### config.mk
export PLATFORM = sky130hd
export DESIGN_NAME = can_txbuf_ctrl
export DESIGN_NICKNAME = d
export VERILOG_FILES = /design/src/rtl/txb_pkg.sv /design/src/rtl/txb_fsm.sv /design/src/rtl/txb_store.sv /design/src/rtl/can_txbuf_ctrl.sv
export SDC_FILE = /design/constraint.sdc
export NUM_CORES = 1
export LEC_CHECK = 0
export BUFFER_PORTS_ARGS = -buffer_cell sky130_fd_sc_hd__buf_2
export CAP_MARGIN = 30
export CORE_UTILIZATION = 60
export CTS_BUF_LIST = sky130_fd_sc_hd__clkbuf_2 sky130_fd_sc_hd__clkbuf_4 sky130_fd_sc_hd__clkbuf_8
export DETAILED_ROUTE_END_ITERATION = 6
export PLACE_DENSITY = 0.79
export SKIP_LAST_GASP = 1
export SYNTH_ARGS = -nofsm -noshare
export SYNTH_HDL_FRONTEND = slang
export SYNTH_SLANG_ARGS = --single-unit
### constraint.sdc
create_clock -name clk -period 2.5 [get_ports clk]
set_input_delay 0.5 -clock clk [delete_from_list [all_inputs] [get_ports clk]]
set_output_delay 0.5 -clock clk [all_outputs]
set_load 0.02 [all_outputs]
### src/rtl/txb_pkg.sv
package txb_pkg;
  typedef enum logic [1:0] {
    TX_IDLE = 2'd0,
    TX_PEND = 2'd1,
    TX_ACT  = 2'd2
  } tx_state_t;
endpackage

### src/rtl/txb_fsm.sv
module txb_fsm
  import txb_pkg::*;
(
  input  logic clk,
  input  logic rst,
  input  logic req,
  input  logic abort,
  input  logic start,
  input  logic done,
  input  logic lost,
  output logic free_q,
  output logic done_q,
  output logic pend_q
);
  tx_state_t st, st_n;

  always_comb begin
    st_n = st;
    case (st)
      TX_IDLE: if (req) st_n = TX_PEND;
      TX_PEND: begin
        if (start)      st_n = TX_ACT;   // start outranks a late abort
        else if (abort) st_n = TX_IDLE;
      end
      TX_ACT: begin
        if (done)      st_n = TX_IDLE;
        else if (lost) st_n = TX_PEND;   // retry automatically
      end
      default: st_n = TX_IDLE;
    endcase
  end

  always_ff @(posedge clk) begin
    if (rst) begin
      st     <= TX_IDLE;
      free_q <= 1'b1;
      done_q <= 1'b1;
      pend_q <= 1'b0;
    end else begin
      st     <= st_n;
      free_q <= (st_n == TX_IDLE);
      pend_q <= (st_n == TX_PEND);
      if (st == TX_IDLE && req)      done_q <= 1'b0;
      else if (st == TX_ACT && done) done_q <= 1'b1;
    end
  end

  // request from idle locks buffer and clears completion
  p_req_locks_r2: assert property (@(posedge clk) disable iff (rst)
    (st == TX_IDLE && req) |=> (!free_q && !done_q && pend_q));

  // completion releases and flags success together
  p_done_release_r4: assert property (@(posedge clk) disable iff (rst)
    (st == TX_ACT && done) |=> (free_q && done_q));

  // abort on the bus is ignored
  p_abort_ignored_r6: assert property (@(posedge clk) disable iff (rst)
    (st == TX_ACT && abort && !done && !lost) |=> (st == TX_ACT && !free_q));

  // lost arbitration requeues without completion
  p_lost_retry_r7: assert property (@(posedge clk) disable iff (rst)
    (st == TX_ACT && lost && !done) |=> (pend_q && !done_q && !free_q));

  // abort while queued releases with completion still clear
  p_abort_pend_r5: assert property (@(posedge clk) disable iff (rst)
    (st == TX_PEND && abort && !start) |=> (free_q && !done_q && !pend_q));

  // flags never claim both free and queued
  p_flag_excl_r3: assert property (@(posedge clk) disable iff (rst)
    $onehot0({free_q, pend_q}));
endmodule

### src/rtl/txb_store.sv
module txb_store #(
  parameter int DEPTH  = 10,
  parameter int DATA_W = 8,
  localparam int ADDR_W = (DEPTH > 1) ? $clog2(DEPTH) : 1
) (
  input  logic              clk,
  input  logic              wr_allow,
  input  logic              wr_en,
  input  logic [ADDR_W-1:0] wr_addr,
  input  logic [DATA_W-1:0] wr_data,
  input  logic [ADDR_W-1:0] rd_addr,
  output logic [DATA_W-1:0] rd_data
);
  logic [DATA_W-1:0] mem [DEPTH];
  logic              wr_ok;

  assign wr_ok = wr_en && wr_allow && (int'(wr_addr) < DEPTH);

  always_ff @(posedge clk) begin
    if (wr_ok) mem[wr_addr] <= wr_data;
  end

  always_ff @(posedge clk) begin
    if (int'(rd_addr) < DEPTH) rd_data <= mem[rd_addr];
    else                       rd_data <= '0;
  end

  // a write while locked leaves the addressed byte unchanged
  p_locked_drop_r9: assert property (@(posedge clk)
    (wr_en && !wr_allow && (int'(wr_addr) < DEPTH)) |=>
      (mem[$past(wr_addr)] == $past(mem[wr_addr])));
endmodule

### src/rtl/can_txbuf_ctrl.sv
module can_txbuf_ctrl #(
  parameter int DEPTH  = 10,
  parameter int DATA_W = 8,
  localparam int ADDR_W = (DEPTH > 1) ? $clog2(DEPTH) : 1
) (
  input  logic              clk,
  input  logic              rst,
  input  logic              host_req,
  input  logic              host_abort,
  input  logic              host_wr_en,
  input  logic [ADDR_W-1:0] host_wr_addr,
  input  logic [DATA_W-1:0] host_wr_data,
  input  logic              eng_start,
  input  logic              eng_done,
  input  logic              eng_lost,
  input  logic [ADDR_W-1:0] eng_rd_addr,
  output logic [DATA_W-1:0] eng_rd_data,
  output logic              eng_pending,
  output logic              sts_free,
  output logic              sts_done
);
  txb_fsm u_fsm (
    .clk    (clk),
    .rst    (rst),
    .req    (host_req),
    .abort  (host_abort),
    .start  (eng_start),
    .done   (eng_done),
    .lost   (eng_lost),
    .free_q (sts_free),
    .done_q (sts_done),
    .pend_q (eng_pending)
  );

  txb_store #(.DEPTH(DEPTH), .DATA_W(DATA_W)) u_store (
    .clk      (clk),
    .wr_allow (sts_free),
    .wr_en    (host_wr_en),
    .wr_addr  (host_wr_addr),
    .wr_data  (host_wr_data),
    .rd_addr  (eng_rd_addr),
    .rd_data  (eng_rd_data)
  );

  // state right after reset
  p_reset_idle_r1: assert property (@(posedge clk)
    rst |=> (sts_free && sts_done && !eng_pending));
endmodule

==> flow_metrics.env <==
export IMPL_start_kind="flip-flop"
export IMPL_end_kind="flip-flop"
export IMPL_grt_pass1_vias=2037
export IMPL_hold_class="in -> reg"
export IMPL_diodes=0
export IMPL_layout_common_cells="80 x edfxtp_1, 34 x buf_2, 26 x mux2_2, 16 x o22ai_1, 14 x mux2_1"
export IMPL_areaGrowthSynthToFinish_pct=13.7
export IMPL_nNetsFinal=289
export IMPL_vias_per_cell=5.90
export IMPL_gp_congestion=0.753
export IMPL_layout_commonest_cell="edfxtp_1"
export IMPL_leakagePower_nw=1.43
export IMPL_setup_slack_ns=0.904
export IMPL_cts_buffer_depth=2
export IMPL_die_x_um=79.8
export IMPL_rows=27
export IMPL_cts_resized=0
export IMPL_hpwlAfterDp_um=4510
export IMPL_grt_pass1_wl_um=10800
export IMPL_cts_htree_levels=3
export IMPL_min_period_ns=1.60
export IMPL_reg2regPathDepth=4
export IMPL_fmax_ghz=0.627
export IMPL_status="complete, no violations"
export IMPL_synth_cells=214
export IMPL_first_iter_violations=159
export IMPL_cp_required_ns=2.57
export IMPL_ys_types=28
export IMPL_dieArea_um2=6360
export IMPL_port_buffers=34
export IMPL_path_max_fanout=6
export IMPL_yosys_area_top_type="edfxtp_1"
export IMPL_period_share=0.638
export IMPL_postCtsSetupBuffers=0
export IMPL_routedWlPerCell_um=20.0
export IMPL_drv_slew=0
export IMPL_synthTopCellsByArea="edfxtp_1 66%, mux2_2 8.1%, dfxtp_1 7.2%"
export IMPL_tightest_slew_ns=0.708
export IMPL_dpl_worst_slack_ns=0.681
export IMPL_p_per_area_nw_per_um2=703
export IMPL_max_cap_violations=0
export IMPL_ioPinCount=35
export IMPL_fin_tns_setup_ns=0
export IMPL_grt_overflow=0
export IMPL_initial_core_util=0.640
export IMPL_yosys_area_top_type_share=0.662
export IMPL_ys_seq_elements=93
export IMPL_final_cell_area_um2=4130
export IMPL_synth_area_um2=3630
export IMPL_clk_latency_ns=0.35
export IMPL_die_h_um=79.8
export IMPL_grt_max_degree=41
export IMPL_vias=2019
export IMPL_wirelength_um=6840
export IMPL_path_class="reg -> reg"
export IMPL_whs_path_depth=2
export IMPL_ys_warn_count=0
export IMPL_fin_worst_skew_ns=0.00671
export IMPL_antenna_found_initial=0
export IMPL_rsz0062_at_grt="no"
export IMPL_firstDrtPassIters=4
export IMPL_ys_seq_area_frac=0.734
export IMPL_setup_viol=0
export IMPL_postRouteAntennaNets=0
export IMPL_peakVddDrop_v=0.000375
export IMPL_slew_headroom=0.526
export IMPL_syn_avg_cell_area_um2=17.0
export IMPL_arrival_ns=1.66
export IMPL_cts_num_sinks=93
export IMPL_cts_tree="built"
export IMPL_post_route_util=0.727
export IMPL_core_area_um2=5680
export IMPL_synth_fp_nets=238
export IMPL_placed_area_um2=3930
export IMPL_ctsHoldBuffers=0
export IMPL_route_detailed_drc=0
export IMPL_numCtsBuffers=9
export IMPL_grt_usage=0.244
export IMPL_hold_viol=0
export IMPL_root_buffer="clkbuf_8"
export IMPL_drive_gt1_frac=0.352
export IMPL_clk_pin_slew_ns=0.08
## critical path: stages (launching register included)
cell and delay [ns]:
dfxtp_1 0.39, nand2_1 0.06, or3_1 0.38, nor3_1 0.26
buf_4 0.22
## registers in the layout (all words and copies together) (netlist names)
| register | flops |
|---|---|
| u_fsm.free_q | 1 |
| u_fsm.pend_q | 1 |
| u_store.rd_data | 8 |
| u_store.mem | 80 |
| u_fsm.st | 2 |
| u_fsm.done_q | 1 |
## layer usage
metal	share of wire	wire length, µm	GRT usage
met5	0	0	0
met2	0.47	3220	0.368
met3	0.038	259	0.0469
met1	0.47	3190	0.345
met4	0.024	164	0.114
## path summary, 6_finish.rpt
path / start / to / slack (ns)
worst max register to register: u_fsm.free_q / u_store.mem[0][6] / 0.90
worst min-delay path: rst / u_fsm.st[0] / 0.36
worst min register to register: u_fsm.st[0] / u_fsm.st[1] / 0.57
worst max-delay path: u_fsm.free_q / u_store.mem[0][6] / 0.90
## cell usage after synthesis (all sizes together)
cell type  instances
or3b               1
nand2             12
nand3b             1
nor3               3
a21o               1
nand2b             6
edfxtp            80
o31ai              8
mux2              40
a31oi              1
buf                6
o22ai             16
nor3b              1
dfxtp             13
a21oi              5
inv                2
or2                1
nor2               8
nand4              1
o21bai             2
clkbuf             2
nand4b             2
or3                2
## cells by family after synthesis
group	Yosys count	share of synthesized area
compound gates	33	0.0645
buf+inv	10	0.0231
flops	93	0.734
mux	40	0.124
simple gates	38	0.0548
## through the flow
step | power [mW] | hold WS (ns) | std cells
2_1_floorplan | 1.88 | 0.502 | 214
3_3_place_gp | 1.96 | 0.528 | 326
3_5_place_dp | 1.96 | 0.546 | 326
4_1_cts | 2.91 | 0.338 | 342
5_1_grt | 2.99 | 0.353 | 342
6_report | 2.90 | 0.356 | 342
## layout make-up
| type | instances | area, µm² |
|---|---|---|
| clock buffers | 10 | 131 |
| clock inverters | 6 | 63.8 |
| fillers | 385 | 1550 |
| inverters | 2 | 7.51 |
| multi-input cells | 111 | 883 |
| flip-flops and latches | 93 | 2660 |
| well taps | 72 | 90.1 |
| repair buffers | 48 | 288 |
## power by group
group	leakage, nW	switching, mW	internal (mW)	total, mW
Sequential	0.830	0.0117	1.71	1.73
Clock	0.0957	0.500	0.471	0.971
Combinational	0.508	0.122	0.0807	0.203
Power figures use the tool's default switching activity.
